**src/rtl/phy_creg_pkg.sv**
```systemverilog
// Package: shared types and step ordering for the PHY control register engine.
// Assumes: a write walks ADDR->DATA->WR and a read walks ADDR->RD1->RD2.
package phy_creg_pkg;

    typedef enum logic [1:0] {
        ST_IDLE,
        ST_FIRE,
        ST_POLL,
        ST_GAP
    } eng_state_e;

    typedef enum logic [2:0] {
        STEP_ADDR,
        STEP_DATA,
        STEP_WR,
        STEP_RD1,
        STEP_RD2
    } step_e;

    localparam int NUM_STB = 4;
    localparam int KIND_ADDR = 0;
    localparam int KIND_DATA = 1;
    localparam int KIND_RD   = 2;
    localparam int KIND_WR   = 3;

    // Step that follows s for the given operation
    function automatic step_e next_step(input logic is_write, input step_e s);
        case (s)
            STEP_ADDR: next_step = is_write ? STEP_DATA : STEP_RD1;
            STEP_DATA: next_step = STEP_WR;
            STEP_RD1:  next_step = STEP_RD2;
            default:   next_step = STEP_ADDR;
        endcase
    endfunction

    // True for the step that ends an access
    function automatic logic is_final(input step_e s);
        is_final = (s == STEP_WR) || (s == STEP_RD2);
    endfunction

    // Strobe index used by a step
    function automatic int unsigned step_kind(input step_e s);
        case (s)
            STEP_ADDR: step_kind = KIND_ADDR;
            STEP_DATA: step_kind = KIND_DATA;
            STEP_WR:   step_kind = KIND_WR;
            default:   step_kind = KIND_RD;
        endcase
    endfunction

endpackage

```
**src/rtl/phy_creg_poll.sv**
```systemverilog
// Poll bookkeeping: counts polls made in the current step and times the gap
// between polls. Assumes POLL_LIMIT >= 1 and POLL_GAP >= 1.
module phy_creg_poll #(
    parameter int POLL_LIMIT = 10,
    parameter int POLL_GAP   = 2500
) (
    input  logic clk,
    input  logic rst_n,
    input  logic arm,
    input  logic polling,
    input  logic waiting,
    input  logic flag_set,
    output logic last_try,
    output logic gap_done
);
    localparam int PW = $clog2(POLL_LIMIT + 1);
    localparam int GW = $clog2(POLL_GAP + 1);

    logic [PW-1:0] poll_cnt;
    logic [GW-1:0] gap_cnt;

    // Count unsuccessful polls since the step's strobe
    always_ff @(posedge clk) begin
        if (!rst_n)
            poll_cnt <= '0;
        else if (arm)
            poll_cnt <= '0;
        else if (polling && flag_set)
            poll_cnt <= poll_cnt + 1'b1;
    end

    // Count cycles spent waiting between polls
    always_ff @(posedge clk) begin
        if (!rst_n)
            gap_cnt <= '0;
        else if (waiting)
            gap_cnt <= gap_cnt + 1'b1;
        else
            gap_cnt <= '0;
    end

    // Decode the limit and gap end
    always_comb begin
        last_try = (poll_cnt == PW'(POLL_LIMIT - 1));
        gap_done = waiting && (gap_cnt == GW'(POLL_GAP - 1));
    end

endmodule

```
**src/rtl/phy_creg_strobe.sv**
```systemverilog
// Strobe decoder: turns the firing step into one of the four PHY strobes.
// Assumes fire is high for exactly one cycle per step.
module phy_creg_strobe
    import phy_creg_pkg::*;
(
    input  logic               fire,
    input  step_e              step,
    output logic [NUM_STB-1:0] stb
);
    for (genvar k = 0; k < NUM_STB; k++) begin : g_stb
        // Raise strobe k when the firing step maps to it
        always_comb stb[k] = fire && (step_kind(step) == k);
    end

endmodule

```
**src/rtl/phy_creg_engine.sv**
```systemverilog
// PHY control register access engine. Sequences capture/read/write
// handshakes, polls each self-clearing latch with a bounded retry count,
// repeats every read and keeps only the second result.
// Assumes the PHY raises its pend_* flag no later than the poll that
// follows a strobe, and holds cr_dout steady once a read latch clears.
module phy_creg_engine
    import phy_creg_pkg::*;
#(
    parameter int BUS_W      = 16,
    parameter int POLL_LIMIT = 10,
    parameter int POLL_GAP   = 2500
) (
    input  logic             clk,
    input  logic             rst_n,
    input  logic             req_valid,
    input  logic             req_write,
    input  logic [BUS_W-1:0] req_addr,
    input  logic [BUS_W-1:0] req_wdata,
    output logic             busy,
    output logic             done,
    output logic             error,
    output logic [BUS_W-1:0] rdata,
    output logic [BUS_W-1:0] cr_din,
    output logic             stb_addr,
    output logic             stb_data,
    output logic             stb_rd,
    output logic             stb_wr,
    input  logic             pend_addr,
    input  logic             pend_data,
    input  logic             pend_rd,
    input  logic             pend_wr,
    input  logic [BUS_W-1:0] cr_dout
);
    eng_state_e       state_q;
    step_e            step_q;
    step_e            step_nx;
    logic             write_q;
    logic [BUS_W-1:0] addr_q;
    logic [BUS_W-1:0] wdata_q;
    logic [BUS_W-1:0] din_q;
    logic             flag_sel;
    logic             last_try;
    logic             gap_done;
    logic [NUM_STB-1:0] stb_vec;

    // Pick the pending flag belonging to the current step
    always_comb begin
        case (step_q)
            STEP_ADDR: flag_sel = pend_addr;
            STEP_DATA: flag_sel = pend_data;
            STEP_WR:   flag_sel = pend_wr;
            default:   flag_sel = pend_rd;
        endcase
        step_nx = next_step(write_q, step_q);
    end

    phy_creg_poll #(
        .POLL_LIMIT (POLL_LIMIT),
        .POLL_GAP   (POLL_GAP)
    ) u_poll (
        .clk      (clk),
        .rst_n    (rst_n),
        .arm      (state_q == ST_FIRE),
        .polling  (state_q == ST_POLL),
        .waiting  (state_q == ST_GAP),
        .flag_set (flag_sel),
        .last_try (last_try),
        .gap_done (gap_done)
    );

    phy_creg_strobe u_stb (
        .fire (state_q == ST_FIRE),
        .step (step_q),
        .stb  (stb_vec)
    );

    // Main sequencer: accept, fire, poll, wait, complete
    always_ff @(posedge clk) begin
        if (!rst_n) begin
            state_q <= ST_IDLE;
            step_q  <= STEP_ADDR;
            write_q <= 1'b0;
            addr_q  <= '0;
            wdata_q <= '0;
            din_q   <= '0;
            done    <= 1'b0;
            error   <= 1'b0;
            rdata   <= '0;
        end else begin
            done  <= 1'b0;
            error <= 1'b0;
            case (state_q)
                ST_IDLE: begin
                    if (req_valid) begin
                        write_q <= req_write;
                        addr_q  <= req_addr;
                        wdata_q <= req_wdata;
                        din_q   <= req_addr;
                        step_q  <= STEP_ADDR;
                        state_q <= ST_FIRE;
                    end
                end
                ST_FIRE: state_q <= ST_POLL;
                ST_POLL: begin
                    if (!flag_sel) begin
                        if (is_final(step_q)) begin
                            done    <= 1'b0 | 1'b1;
                            rdata   <= write_q ? '0 : cr_dout;
                            state_q <= ST_IDLE;
                        end else begin
                            step_q  <= step_nx;
                            din_q   <= (step_nx == STEP_DATA) ? wdata_q : addr_q;
                            state_q <= ST_FIRE;
                        end
                    end else if (last_try) begin
                        done    <= 1'b1;
                        error   <= 1'b1;
                        rdata   <= '0;
                        state_q <= ST_IDLE;
                    end else begin
                        state_q <= ST_GAP;
                    end
                end
                ST_GAP: if (gap_done) state_q <= ST_POLL;
                default: state_q <= ST_IDLE;
            endcase
        end
    end

    // Drive the port-side outputs
    always_comb begin
        busy     = (state_q != ST_IDLE);
        cr_din   = din_q;
        stb_addr = stb_vec[KIND_ADDR];
        stb_data = stb_vec[KIND_DATA];
        stb_rd   = stb_vec[KIND_RD];
        stb_wr   = stb_vec[KIND_WR];
    end

endmodule

```
**config.mk**
```make
export PLATFORM = sky130hd
export DESIGN_NAME = phy_creg_engine
export DESIGN_NICKNAME = d
export VERILOG_FILES = /design/src/rtl/phy_creg_pkg.sv /design/src/rtl/phy_creg_poll.sv /design/src/rtl/phy_creg_strobe.sv /design/src/rtl/phy_creg_engine.sv
export SDC_FILE = /design/constraint.sdc
export NUM_CORES = 1
export LEC_CHECK = 0
export BUFFER_PORTS_ARGS = -buffer_cell sky130_fd_sc_hd__buf_4
export CAP_MARGIN = 20
export CORE_MARGIN = 3
export CORE_UTILIZATION = 53
export CTS_CLUSTER_SIZE = 24
export DETAILED_ROUTE_END_ITERATION = 10
export GPL_ROUTABILITY_DRIVEN = 0
export GPL_TIMING_DRIVEN = 0
export PLACE_DENSITY = 0.89
export SLEW_MARGIN = 30
export SYNTH_ARGS = -nofsm -noshare
export SYNTH_HDL_FRONTEND = slang
export SYNTH_SLANG_ARGS = --single-unit
```
**constraint.sdc**
```tcl
create_clock -name clk -period 2.1 [get_ports clk]
set_clock_uncertainty 0.05 [all_clocks]
set_input_delay 0.21 -clock clk [delete_from_list [all_inputs] [get_ports clk]]
set_output_delay 0.21 -clock clk [all_outputs]
set_load 0.05 [all_outputs]
```
* Word-level counts from Yosys, hierarchy flattened
Cells that the tools add are included.
Storage, ports and cells: register bits 88, output and inout bits 39, word-level logic and storage cells 79
Cells by class: add/sub/neg operators 2, equality and inequality tests 18, muxes and demuxes 26, bitwise gates (word level) 1, reductions and logical operators 21
Operator list (number):
- $mux 16 | 8
- $logic_not 32->1 | 1
- $pmux 16 s2 | 1
- $add 12x1->12 const B | 1
- $eq 12x12->1 const B | 1
- $mux 2 | 5
- $ne 2x2->1 const B | 5
- $mux 3 | 3
- $pmux 3 s3 | 1
- $eq 2x2->1 const B | 4
- $pmux 2 s4 | 1
- $reduce_and 2->1 | 4
- $eq 3x1->1 const B | 2
- $eq 3x2->1 const B | 2
- $logic_and 1x1->1 | 6
- $pmux 2 s3 | 1
- $pmux 3 s2 | 1
- $reduce_and 3->1 | 2
- $reduce_bool 2->1 | 3
- $add 4x1->4 const B | 1
- $eq 2x1->1 const B | 2
- $eq 4x4->1 const B | 1
- $mux 1 | 4
- $reduce_and 4->1 | 1
- 7 further kinds | 7

* Longest topological paths before layout
Gate-level depths: netlist of the first run.
word-level depth 7, mapped depth 8, depth with buffers taken out 7

* Modules after synthesis
A second synthesis of the first run with hierarchy kept.
Second synthesis, totals: cells, all modules 469, area total of the unflattened synthesis 4174.0 µm²
By module, submodules not included:
- phy_creg_engine | times used 1, cells an instance 383, area each 3402.0 µm², seq. area each 1441.4 µm²
- phy_creg_poll | times used 1, cells an instance 81, area each 720.7 µm², seq. area each 320.3 µm²
- phy_creg_strobe | times used 1, cells an instance 5, area each 51.3 µm², seq. area each 0.0 µm²

* Least setup slack after synthesis of the first run
Ideal clock, no wire load.
path type flip-flop to output port, start register state_q[0], end output stb_addr, data arrival time 2084 ps, data required time 1840 ps, path slack -244 ps, cell stages (with the launch flop) 4, path buffers 1, cell sequence dfxtp_1 > clkbuf_1 > nand2b_1 > nor4_1
On the way: longest elaborated chain between the ends 2
Ends and longest elaborated chain:
- from (decl) | line phy_creg_engine.sv:34 | eng_state_e state_q;
- from (signal assigned) | line phy_creg_engine.sv:80 | state_q <= ST_IDLE;
- from (signal assigned) | line phy_creg_engine.sv:100 | state_q <= ST_FIRE;
- from (signal assigned) | line phy_creg_engine.sv:103 | ST_FIRE: state_q <= ST_POLL;
- $eq 2x1->1 | line phy_creg_engine.sv:72 | .fire (state_q == ST_FIRE),
- $logic_and 1x1->1 | line phy_creg_strobe.sv:12 | always_comb stb[k] = fire && (step_kind(step) == k);
- to (decl) | line phy_creg_engine.sv:24 | output logic stb_addr,
Every way passes these cells.

* Final worst setup path of the first run
start register step_q[2], end register din_q[3] (netlist: cr_din[3])
On the way: longest elaborated chain between the ends 7, elaborated cells between the ends (all ways) 16, those cells by class 7 x eq/ne; 6 x mux; 3 x reduce/logical
Ends and longest elaborated chain:
- from (decl) | line phy_creg_engine.sv:35 | step_e step_q;
- from (signal assigned) | line phy_creg_engine.sv:111 | step_q <= step_nx;
- $eq 3x2->1, or another cell as far along | line phy_creg_pkg.sv:28 | case (s)
- $pmux 3 s3 | line phy_creg_pkg.sv:28
- $eq 3x1->1 | line phy_creg_engine.sv:112 | din_q <= (step_nx == STEP_DATA) ? wdata_q : addr_q;
- $mux 16 | line phy_creg_engine.sv:112
- $mux 16 | line phy_creg_engine.sv:106 | if (is_final(step_q)) begin
- $mux 16 | line phy_creg_engine.sv:105 | if (!flag_sel) begin
- $pmux 16 s2 | line phy_creg_engine.sv:92 | case (state_q)
- to (signal assigned) | line phy_creg_engine.sv:98 | din_q <= req_addr;
- to (signal assigned) | line phy_creg_engine.sv:112
- to (decl) | line phy_creg_engine.sv:40 | logic [BUS_W-1:0] din_q;
Several ways; a longest one is shown, not always the timed one. The select of a mux whose other input is x is not followed. A chain may end at the register's enable or synchronous reset.

==> flow_metrics.env, run 1 <==
export IMPL_finalSetupTns_ns=0
export IMPL_h_tree_depth=3
export IMPL_ys_warn_count=0
export IMPL_synthDistinctLibCells=40
export IMPL_ys_seq_area_share_pct=45.68
export IMPL_dr_total_vias=3597
export IMPL_worstSetupEndpoint="cr_din[3]"
export IMPL_final_hold_violation_count=0
export IMPL_m1WireLength_um=4077
export IMPL_drt_pass1_iter_count=5
export IMPL_syn_to_final_growth_pct=28.94
export IMPL_clock_latency_ns=0.36
export IMPL_critPathArrivalTime_ns=2.25
export IMPL_antenna_left=0
export IMPL_path_depth=7
export IMPL_routed_wirelength_um=9866
export IMPL_core_um2=6907
export IMPL_crit_path_max_fanout=10
export IMPL_grt_total_usage_pct=23.50
export IMPL_hpwl_um=7214
export IMPL_via_per_inst=5.393
export IMPL_highest_layer="met4"
export IMPL_final_max_slew_viol_count=0
export IMPL_critPathKind="flop to flop"
export IMPL_placed_area_um2=4688
export IMPL_tightest_slew_ns=0.5485
export IMPL_critPathMaxStageDelay_ns=0.43
export IMPL_p_switching_mw=1.113
export IMPL_layout_drive_gt1_share_pct=23.29
export IMPL_routed_wl_met2_um=4868
export IMPL_setup_viol=0
export IMPL_drtIter0Drc=234
export IMPL_cp_top_family="buffers and inverters"
export IMPL_clock_fmax_mhz=496.2
export IMPL_numCtsBuffers=9
export IMPL_critical_path_startpoint="step_q[2]"
export IMPL_period_share_pct=95.97
export IMPL_crit_slowest_cell="or3_4"
export IMPL_cts_hold_buffers=0
export IMPL_cp_end_kind="flop"
export IMPL_status="finished clean"
export IMPL_intPower_mw=2.833
export IMPL_peakVddDrop_v=0.0006888
export IMPL_rsz0062_at_grt="no"
export IMPL_cts_tree="done"
export IMPL_route_detailed_drc=0
export IMPL_die_w_um=91.30
export IMPL_wl_per_cell_um=14.79
export IMPL_synth_edf_count=0
export IMPL_root_buffer="clkbuf_8"
export IMPL_reg2reg_depth=7
export IMPL_p_leak_nw=2.085
export IMPL_crit_chain="buf_2 -> a22o_2 -> or3_4 -> a21oi_2 -> buf_6 -> buf_4 -> mux2i_1"
export IMPL_ys_seq_elements=88
export IMPL_reg2reg_slack_ns=0.08
export IMPL_die_h_um=91.30
export IMPL_maxCapViolCount=0
export IMPL_cts_sinks=88
export IMPL_grt_overflow_total=0
export IMPL_wl_met3_um=798
export IMPL_antenna_found_initial=0
export IMPL_hold_path_class="input pin to flop"
export IMPL_num_io_pins=95
export IMPL_path_buf_inv=3
export IMPL_start_util_pct=55.83
export IMPL_netlist_instances=459
export IMPL_rows=30
export IMPL_port_buffers=94
export IMPL_relSlewSlack_pct=63.44
export IMPL_start_kind="flop"
export IMPL_syn_nets=518
export IMPL_layout_nets=625
export IMPL_final_area_um2=4972
export IMPL_crit_reg2reg_launch="step_q[2]"
export IMPL_fin_crit_ns=2.015
export IMPL_diodes=0
export IMPL_grt_pass1_vias=3494
export IMPL_worstPathRequired_ns=2.34
export IMPL_grt_pass1_wl_um=15850
export IMPL_async_flop_share_pct=0
export IMPL_grt_max_degree=17
export IMPL_switching_share_pct=28.21
export IMPL_cts_buffer_depth=2
export IMPL_powerDensity_nw_per_um2=793.7
export IMPL_clk_pin_slew_ns=0.09
export IMPL_p_seq_share_pct=46.0
export IMPL_r2r_end="cr_din[3]"
export IMPL_combinationalPowerShare_pct=17.7
export IMPL_synth_ff_type="dfxtp_1"
export IMPL_syn_cell_area_um2=3856
export IMPL_dieArea_um2=8336
export IMPL_syn_area_per_cell_um2=8.401
export IMPL_power_frac_clock_pct=36.4
registers in the layout, indices dropped and copies added, names as in the netlist:
register         cells
write_q              1
error                1
wdata_q             16
cr_din              16
state_q              2
u_poll.poll_cnt      4
step_q               3
addr_q              16
done                 1
rdata               16
u_poll.gap_cnt      12
tightest hold or removal path, stage by stage:
cell,delay (ns)
buf_4,0.11
nand2_1,0.04
a21oi_1,0.05
worst min path at each step:
stage                           start                end  cells after the start
floorplan                 req_addr[0]          addr_q[0]                      2
global placement    u_poll.gap_cnt[0]  u_poll.gap_cnt[0]                      1
detailed placement  u_poll.gap_cnt[0]  u_poll.gap_cnt[0]                      1
CTS                      req_wdata[4]         wdata_q[4]                      3
global route            req_wdata[10]        wdata_q[10]                      3
finish                   req_wdata[4]         wdata_q[4]                      3
cell families (layout without fill, tap and decap cells):
kind of cell	after synthesis	in the layout	share of synthesized area (%)
and+or+nand+nor	186	186	21.67
DFF	88	88	45.68
AOI/OAI and AO/OA	76	76	12.72
buffers and inverters	56	168	6.424
muxes	36	36	9.345
xor gates and xnor gates	14	14	3.180
adders and majority gates	3	3	0.9735
stage by stage:
stage | worst slack (ns) | hold slack, ns | util, % | instances | power (mW)
floorplan | 0.2560 | 0.2960 | - | 459 | 2.284
global placement | 0.08356 | 0.3884 | 67.88 | 649 | 2.507
detailed placement | 0.01022 | 0.3943 | 67.88 | 649 | 2.525
CTS | 0.002839 | 0.02418 | 71.49 | 665 | 3.944
global route | 0.01508 | 0.03151 | 71.99 | 667 | 4.082
finish | 0.08459 | 0.03256 | 71.99 | 667 | 3.946
synthesized netlist by cell type, drive strengths merged, types with 2 or more instances:
library cell  instances  share of area [%]
ha                    3               0.97
inv                  22                2.1
nand2               107                 10
clkbuf               22                2.1
nor2b                 3               0.49
nand3                24                3.1
nor2                 25                2.4
xor2                  8                1.8
a21oi                37                4.9
nor4                  4               0.65
nor3                  4               0.52
o211ai               17                3.3
and3                  4               0.65
mux2i                36                9.3
dfxtp                88                 46
nand4                 2               0.32
nand2b                2               0.32
buf                  12                2.1
o31ai                16                3.1
xnor2                 6                1.4
or3                   2               0.45
nor4b                 4                1.3
placed cells by master (no fill, tap or decap), types with 8 or more instances in the layout:
master,count
dfxtp_1,88
mux2i_1,35
nor2_1,25
buf_4,100
nand3_1,23
nand2_1,107
clkbuf_8,9
o211ai_1,17
xor2_1,8
inv_1,22
o31ai_1,16
a21oi_1,36
clkbuf_1,20
final cells by class:
class / instances / area (µm²)
Sequential cell: 88 / 1762
Timing Repair Buffer: 97 / 728.2
Fill cell: 543 / 1934
Clock inverter: 7 / 125.1
Buffer: 33 / 167.7
Clock buffer: 9 / 123.9
Tap cell: 96 / 120.1
Inverter: 22 / 82.58
Multi-Input combinational cell: 315 / 1863
timing repair:
item,4_1_cts,5_1_grt
setup endpoints to repair,0,57
gates resized for setup,0,9
setup buffers,0,3
power by group through the flow:
stage	registers (mW)	logic [mW]	clock network [mW]
after global placement	1.84	0.665	0
final	1.81	0.697	1.44
after global routing	1.82	0.749	1.51
after detailed placement	1.85	0.678	0
after CTS	1.81	0.683	1.45
after floorplan	1.94	0.340	0
routing by layer:
metal / track usage [%] / up-vias
li1: - / 1766
met1: 28.33 / 1670
met5: 0 / -
met4: 8.291 / 0
met2: 39.79 / 143
met3: 6.877 / 18
Note: power is estimated with default switching activity, not from simulation.
==> run 2: changes to the inputs <==
--- a/config.mk
+++ b/config.mk
@@ -7,6 +7,7 @@
 export LEC_CHECK = 0
 export BUFFER_PORTS_ARGS = -buffer_cell sky130_fd_sc_hd__buf_4
 export CAP_MARGIN = 20
+export CORE_ASPECT_RATIO = 0.5
 export CORE_MARGIN = 3
 export CORE_UTILIZATION = 53
 export CTS_CLUSTER_SIZE = 24
==> flow_metrics.env, run 2 (synthesis results as in run 1) <==
export IMPL_cts_sinks=88
export IMPL_crit_path_max_fanout=10
export IMPL_combinationalPowerShare_pct=17.4
export IMPL_rows=21
export IMPL_worstPathRequired_ns=2.32
export IMPL_p_leak_nw=2.112
export IMPL_grt_total_usage_pct=25.96
export IMPL_layout_drive_gt1_share_pct=23.47
export IMPL_layout_commonest_cell="nand2_1"
export IMPL_drt_pass1_iter_count=5
export IMPL_die_h_um=66.32
export IMPL_dr_total_vias=3683
export IMPL_antenna_left=0
export IMPL_layout_nets=625
export IMPL_status="finished clean"
export IMPL_place_inst=645
export IMPL_p_seq_share_pct=43.6
export IMPL_hold_path_class="input pin to flop"
export IMPL_antenna_found_initial=0
export IMPL_period_share_pct=96.19
export IMPL_final_max_slew_viol_count=0
export IMPL_cts_buffer_depth=2
export IMPL_powerDensity_nw_per_um2=823.3
export IMPL_maxCapViolCount=0
export IMPL_intPower_mw=2.987
export IMPL_crit_slowest_cell="or3_4"
export IMPL_clk_pin_slew_ns=0.06
export IMPL_relSlewSlack_pct=55.52
export IMPL_wl_per_cell_um=16.22
export IMPL_path_buf_inv=3
export IMPL_power_frac_clock_pct=39.0
export IMPL_critPathArrivalTime_ns=2.24
export IMPL_root_buffer="clkbuf_16"
export IMPL_reg2reg_depth=7
export IMPL_whs_ns=0.05725
export IMPL_route_detailed_drc=0
export IMPL_port_buffers=94
export IMPL_setup_viol=0
export IMPL_reg2reg_slack_ns=0.08
export IMPL_core_um2=6858
export IMPL_fin_cells=663
export IMPL_via_per_inst=5.555
export IMPL_hpwl_um=7335
export IMPL_post_route_util_pct=73.42
export IMPL_min_path_cells=3
export IMPL_tightest_slew_ns=0.6671
export IMPL_switching_share_pct=27.95
export IMPL_cts_tree="done"
export IMPL_clock_fmax_mhz=495.0
export IMPL_grt_overflow_total=0
export IMPL_path_depth=7
export IMPL_syn_to_final_growth_pct=30.56
export IMPL_p_switching_mw=1.158
export IMPL_clock_latency_ns=0.35
export IMPL_crit_chain="buf_2 -> a22o_2 -> or3_4 -> a21oi_2 -> buf_6 -> buf_12 -> mux2i_1"
export IMPL_cp_top_family="compound AO/OA/AOI/OAI gates"
export IMPL_diodes=0
export IMPL_die_w_um=126.6
export IMPL_grt_max_degree=15
export IMPL_dieArea_um2=8397
export IMPL_critPathMaxStageDelay_ns=0.43
export IMPL_peakVddDrop_v=0.0005514
export IMPL_h_tree_depth=3
export IMPL_cp_end_kind="flop"
export IMPL_num_io_pins=95
export IMPL_numCtsBuffers=9
export IMPL_start_kind="flop"
export IMPL_drtIter0Drc=342
export IMPL_routed_wirelength_um=10750
export IMPL_grt_pass1_vias=3472
export IMPL_critPathKind="flop to flop"
export IMPL_fin_crit_ns=2.020
export IMPL_grt_pass1_wl_um=17060
export IMPL_final_cell_mix="nand2_1, buf_4, dfxtp_1"
export IMPL_start_util_pct=56.23
export IMPL_final_hold_violation_count=0
[run 2: final timing paths]
kind                startpoint          to
setup / recovery     step_q[2]   cr_din[1]
hold / removal    req_wdata[1]  wdata_q[1]
setup reg to reg     step_q[2]   cr_din[1]
hold reg to reg      addr_q[5]   addr_q[5]
[run 2: per-layer routing]
| layer | vias up | wire [µm] | track usage (%) |
|---|---|---|---|
| met5 | - | 0 | 0 |
| met4 | 0 | 218 | 9.626 |
| met3 | 23 | 832 | 7.419 |
| met2 | 177 | 4981 | 41.64 |
| met1 | 1705 | 4720 | 33.51 |
| li1 | 1778 | - | - |
[run 2: power by group through the flow]
stage               sequential, mW  combinational (mW)  clock, mW
finish                        1.81               0.723       1.61
floorplan                     1.94               0.340          0
CTS                           1.81               0.697       1.62
global route                  1.82               0.776       1.69
global placement              1.84               0.679          0
detailed placement            1.84               0.691          0
[run 2: tightest hold or removal path, delay by kind of cell]
family / cells / cell delay, ns
compound gates: 1 / 0.05
simple gates: 1 / 0.04
buf+inv: 1 / 0.11
[run 2: per-stage QoR]
step / setup slack [ns] / total power, mW / TNS (ns) / area, µm²
finish: 0.07991 / 4.145 / 0 / 5035
global route: -0.01143 / 4.287 / -0.02516 / 5035
CTS: 0.02450 / 4.124 / 0 / 4982
detailed placement: 0.04200 / 2.533 / 0 / 4683
global placement: 0.06898 / 2.516 / 0 / 4683
floorplan: 0.2560 / 2.284 / 0 / 3862
[run 2: what timing repair did]
action	in CTS	in global routing
buffers inserted	0	3
resized for setup	0	13
hold buffers	0	0
setup endpoints to repair	0	54
[run 2: area by class of cell]
cell class	count	area, µm²
inverters	22	82.58
repair buffers	97	740.7
flip-flops and latches	88	1762
clock inverters	5	56.30
plain buffers	33	166.4
well taps	92	115.1
fillers	508	1823
multi-input cells	315	1869
clock buffers	11	242.7
==> run 3: changes to the inputs <==
--- a/config.mk
+++ b/config.mk
@@ -14,6 +14,7 @@
 export DETAILED_ROUTE_END_ITERATION = 10
 export GPL_ROUTABILITY_DRIVEN = 0
 export GPL_TIMING_DRIVEN = 0
+export HOLD_SLACK_MARGIN = 0.06
 export PLACE_DENSITY = 0.89
 export SLEW_MARGIN = 30
 export SYNTH_ARGS = -nofsm -noshare
==> flow_metrics.env, run 3 (synthesis results as in run 1) <==
export IMPL_tightest_slew_ns=0.6792
export IMPL_maxCapViolCount=0
export IMPL_hold_path_class="input pin to flop"
export IMPL_fin_crit_ns=2.019
export IMPL_port_buffers=94
export IMPL_diodes=0
export IMPL_grt_max_degree=15
export IMPL_combinationalPowerShare_pct=17.9
export IMPL_crit_path_max_fanout=10
export IMPL_route_detailed_drc=0
export IMPL_dr_total_vias=3757
export IMPL_layout_drive_gt1_share_pct=23.37
export IMPL_numCtsBuffers=9
export IMPL_antenna_left=0
export IMPL_num_io_pins=95
export IMPL_grt_pass1_wl_um=17590
export IMPL_final_hold_violation_count=0
export IMPL_grt_pass1_vias=3573
export IMPL_intPower_mw=3.001
export IMPL_multi_input_area_um2=1879
export IMPL_crit_slowest_cell="or3_4"
export IMPL_period_share_pct=96.12
export IMPL_core_um2=6858
export IMPL_clock_fmax_mhz=495.4
export IMPL_die_h_um=66.32
export IMPL_dieArea_um2=8397
export IMPL_wl_per_cell_um=16.35
export IMPL_grt_total_usage_pct=26.76
export IMPL_cp_end_kind="flop"
export IMPL_antenna_found_initial=0
export IMPL_path_buf_inv=3
export IMPL_critPathMaxStageDelay_ns=0.44
export IMPL_cp_top_family="buffers and inverters"
export IMPL_cts_buffer_depth=2
export IMPL_regArea_um2=1762
export IMPL_powerDensity_nw_per_um2=808.2
export IMPL_status="finished clean"
export IMPL_cts_tree="done"
export IMPL_h_tree_depth=3
export IMPL_switching_share_pct=27.96
export IMPL_root_buffer="clkbuf_16"
export IMPL_start_kind="flop"
export IMPL_cts_sinks=88
export IMPL_layout_commonest_cell="nand2_1"
export IMPL_drtIter0Drc=364
export IMPL_peakVddDrop_v=0.0005647
export IMPL_critPathKind="flop to flop"
export IMPL_clk_pin_slew_ns=0.06
export IMPL_die_w_um=126.6
export IMPL_hpwl_um=7335
export IMPL_critPathArrivalTime_ns=2.24
export IMPL_power_frac_clock_pct=38.7
export IMPL_start_util_pct=56.23
export IMPL_total_power_mw=4.166
export IMPL_setup_viol=0
export IMPL_p_switching_mw=1.165
export IMPL_relSlewSlack_pct=54.72
export IMPL_via_per_inst=5.574
export IMPL_grt_overflow_total=0
export IMPL_fillCellCount=482
export IMPL_finalSetupTns_ns=0
export IMPL_final_cell_mix="nand2_1, buf_4, dfxtp_1"
export IMPL_drt_pass1_iter_count=5
export IMPL_final_max_slew_viol_count=0
export IMPL_rows=21
export IMPL_routed_wirelength_um=11020
export IMPL_p_seq_share_pct=43.4
export IMPL_p_leak_nw=2.160
export IMPL_clock_latency_ns=0.35
export IMPL_syn_to_final_growth_pct=33.68
export IMPL_layout_nets=636
export IMPL_crit_chain="buf_2 -> a22o_2 -> or3_4 -> a21oi_2 -> buf_6 -> buf_12 -> mux2i_1"
export IMPL_worstPathRequired_ns=2.32
==> run 3: path summary, 6_finish.rpt <==
kind / start / to / slack (ns) / cells after the start
max: step_q[2] / cr_din[1] / 0.08 / 7
min: cr_dout[10] / rdata[10] / 0.06 / 3
max reg2reg: step_q[2] / cr_din[1] / 0.08 / 7
min reg2reg: addr_q[5] / addr_q[5] / 0.40 / 2
==> run 3: power groups by stage <==
stage	sequential, mW	clock (mW)	combinational, mW
global route	1.82	1.69	0.799
floorplan	1.94	0	0.340
CTS	1.81	1.62	0.710
detailed placement	1.84	0	0.691
global placement	1.84	0	0.679
finish	1.81	1.61	0.745
==> run 3: per-layer routing <==
metal | share of wire [%] | wire length [µm] | GRT usage [%]
met1 | 44 | 4806 | 34.29
met2 | 47 | 5180 | 43.55
met3 | 7.2 | 794 | 7.177
met4 | 2.2 | 242 | 10.16
met5 | 0 | 0 | 0
==> run 3: stage by stage <==
stage	worst slack [ns]	hold WS, ns	cell area, µm²	std cells	utilization (%)
global route	-0.003978	0.06784	5155	674	75.17
global placement	0.06898	0.3908	4683	645	68.29
detailed placement	0.04200	0.3958	4683	645	68.29
CTS	0.02450	0.06000	5072	670	73.96
finish	0.08149	0.06379	5155	674	75.17
floorplan	0.2560	0.2960	3862	459	-
==> run 3: worst register-to-register path, delay by kind of cell, from the launching register on <==
kind	cells	cell delay, ns
buffers and inverters	3	0.47
AOI/OAI and AO/OA	2	0.47
and+or+nand+nor	1	0.44
DFF	1	0.31
muxes	1	0.21
==> run 3: timing repair <==
item                       CTS  global route
gates resized for setup      0            15
hold buffers                 9             2
hold endpoints to repair     9             2
buffers inserted             0             3
setup endpoints to repair    0            53
==> run 3: cell type report <==
class	count	share of cell area, %
Multi-Input combinational cell	315	36.46
Sequential cell	88	34.17
Timing Repair Buffer	108	16.50
Clock buffer	11	4.709
Buffer	33	3.228
Tap cell	92	2.233
Inverter	22	1.602
Clock inverter	5	1.092
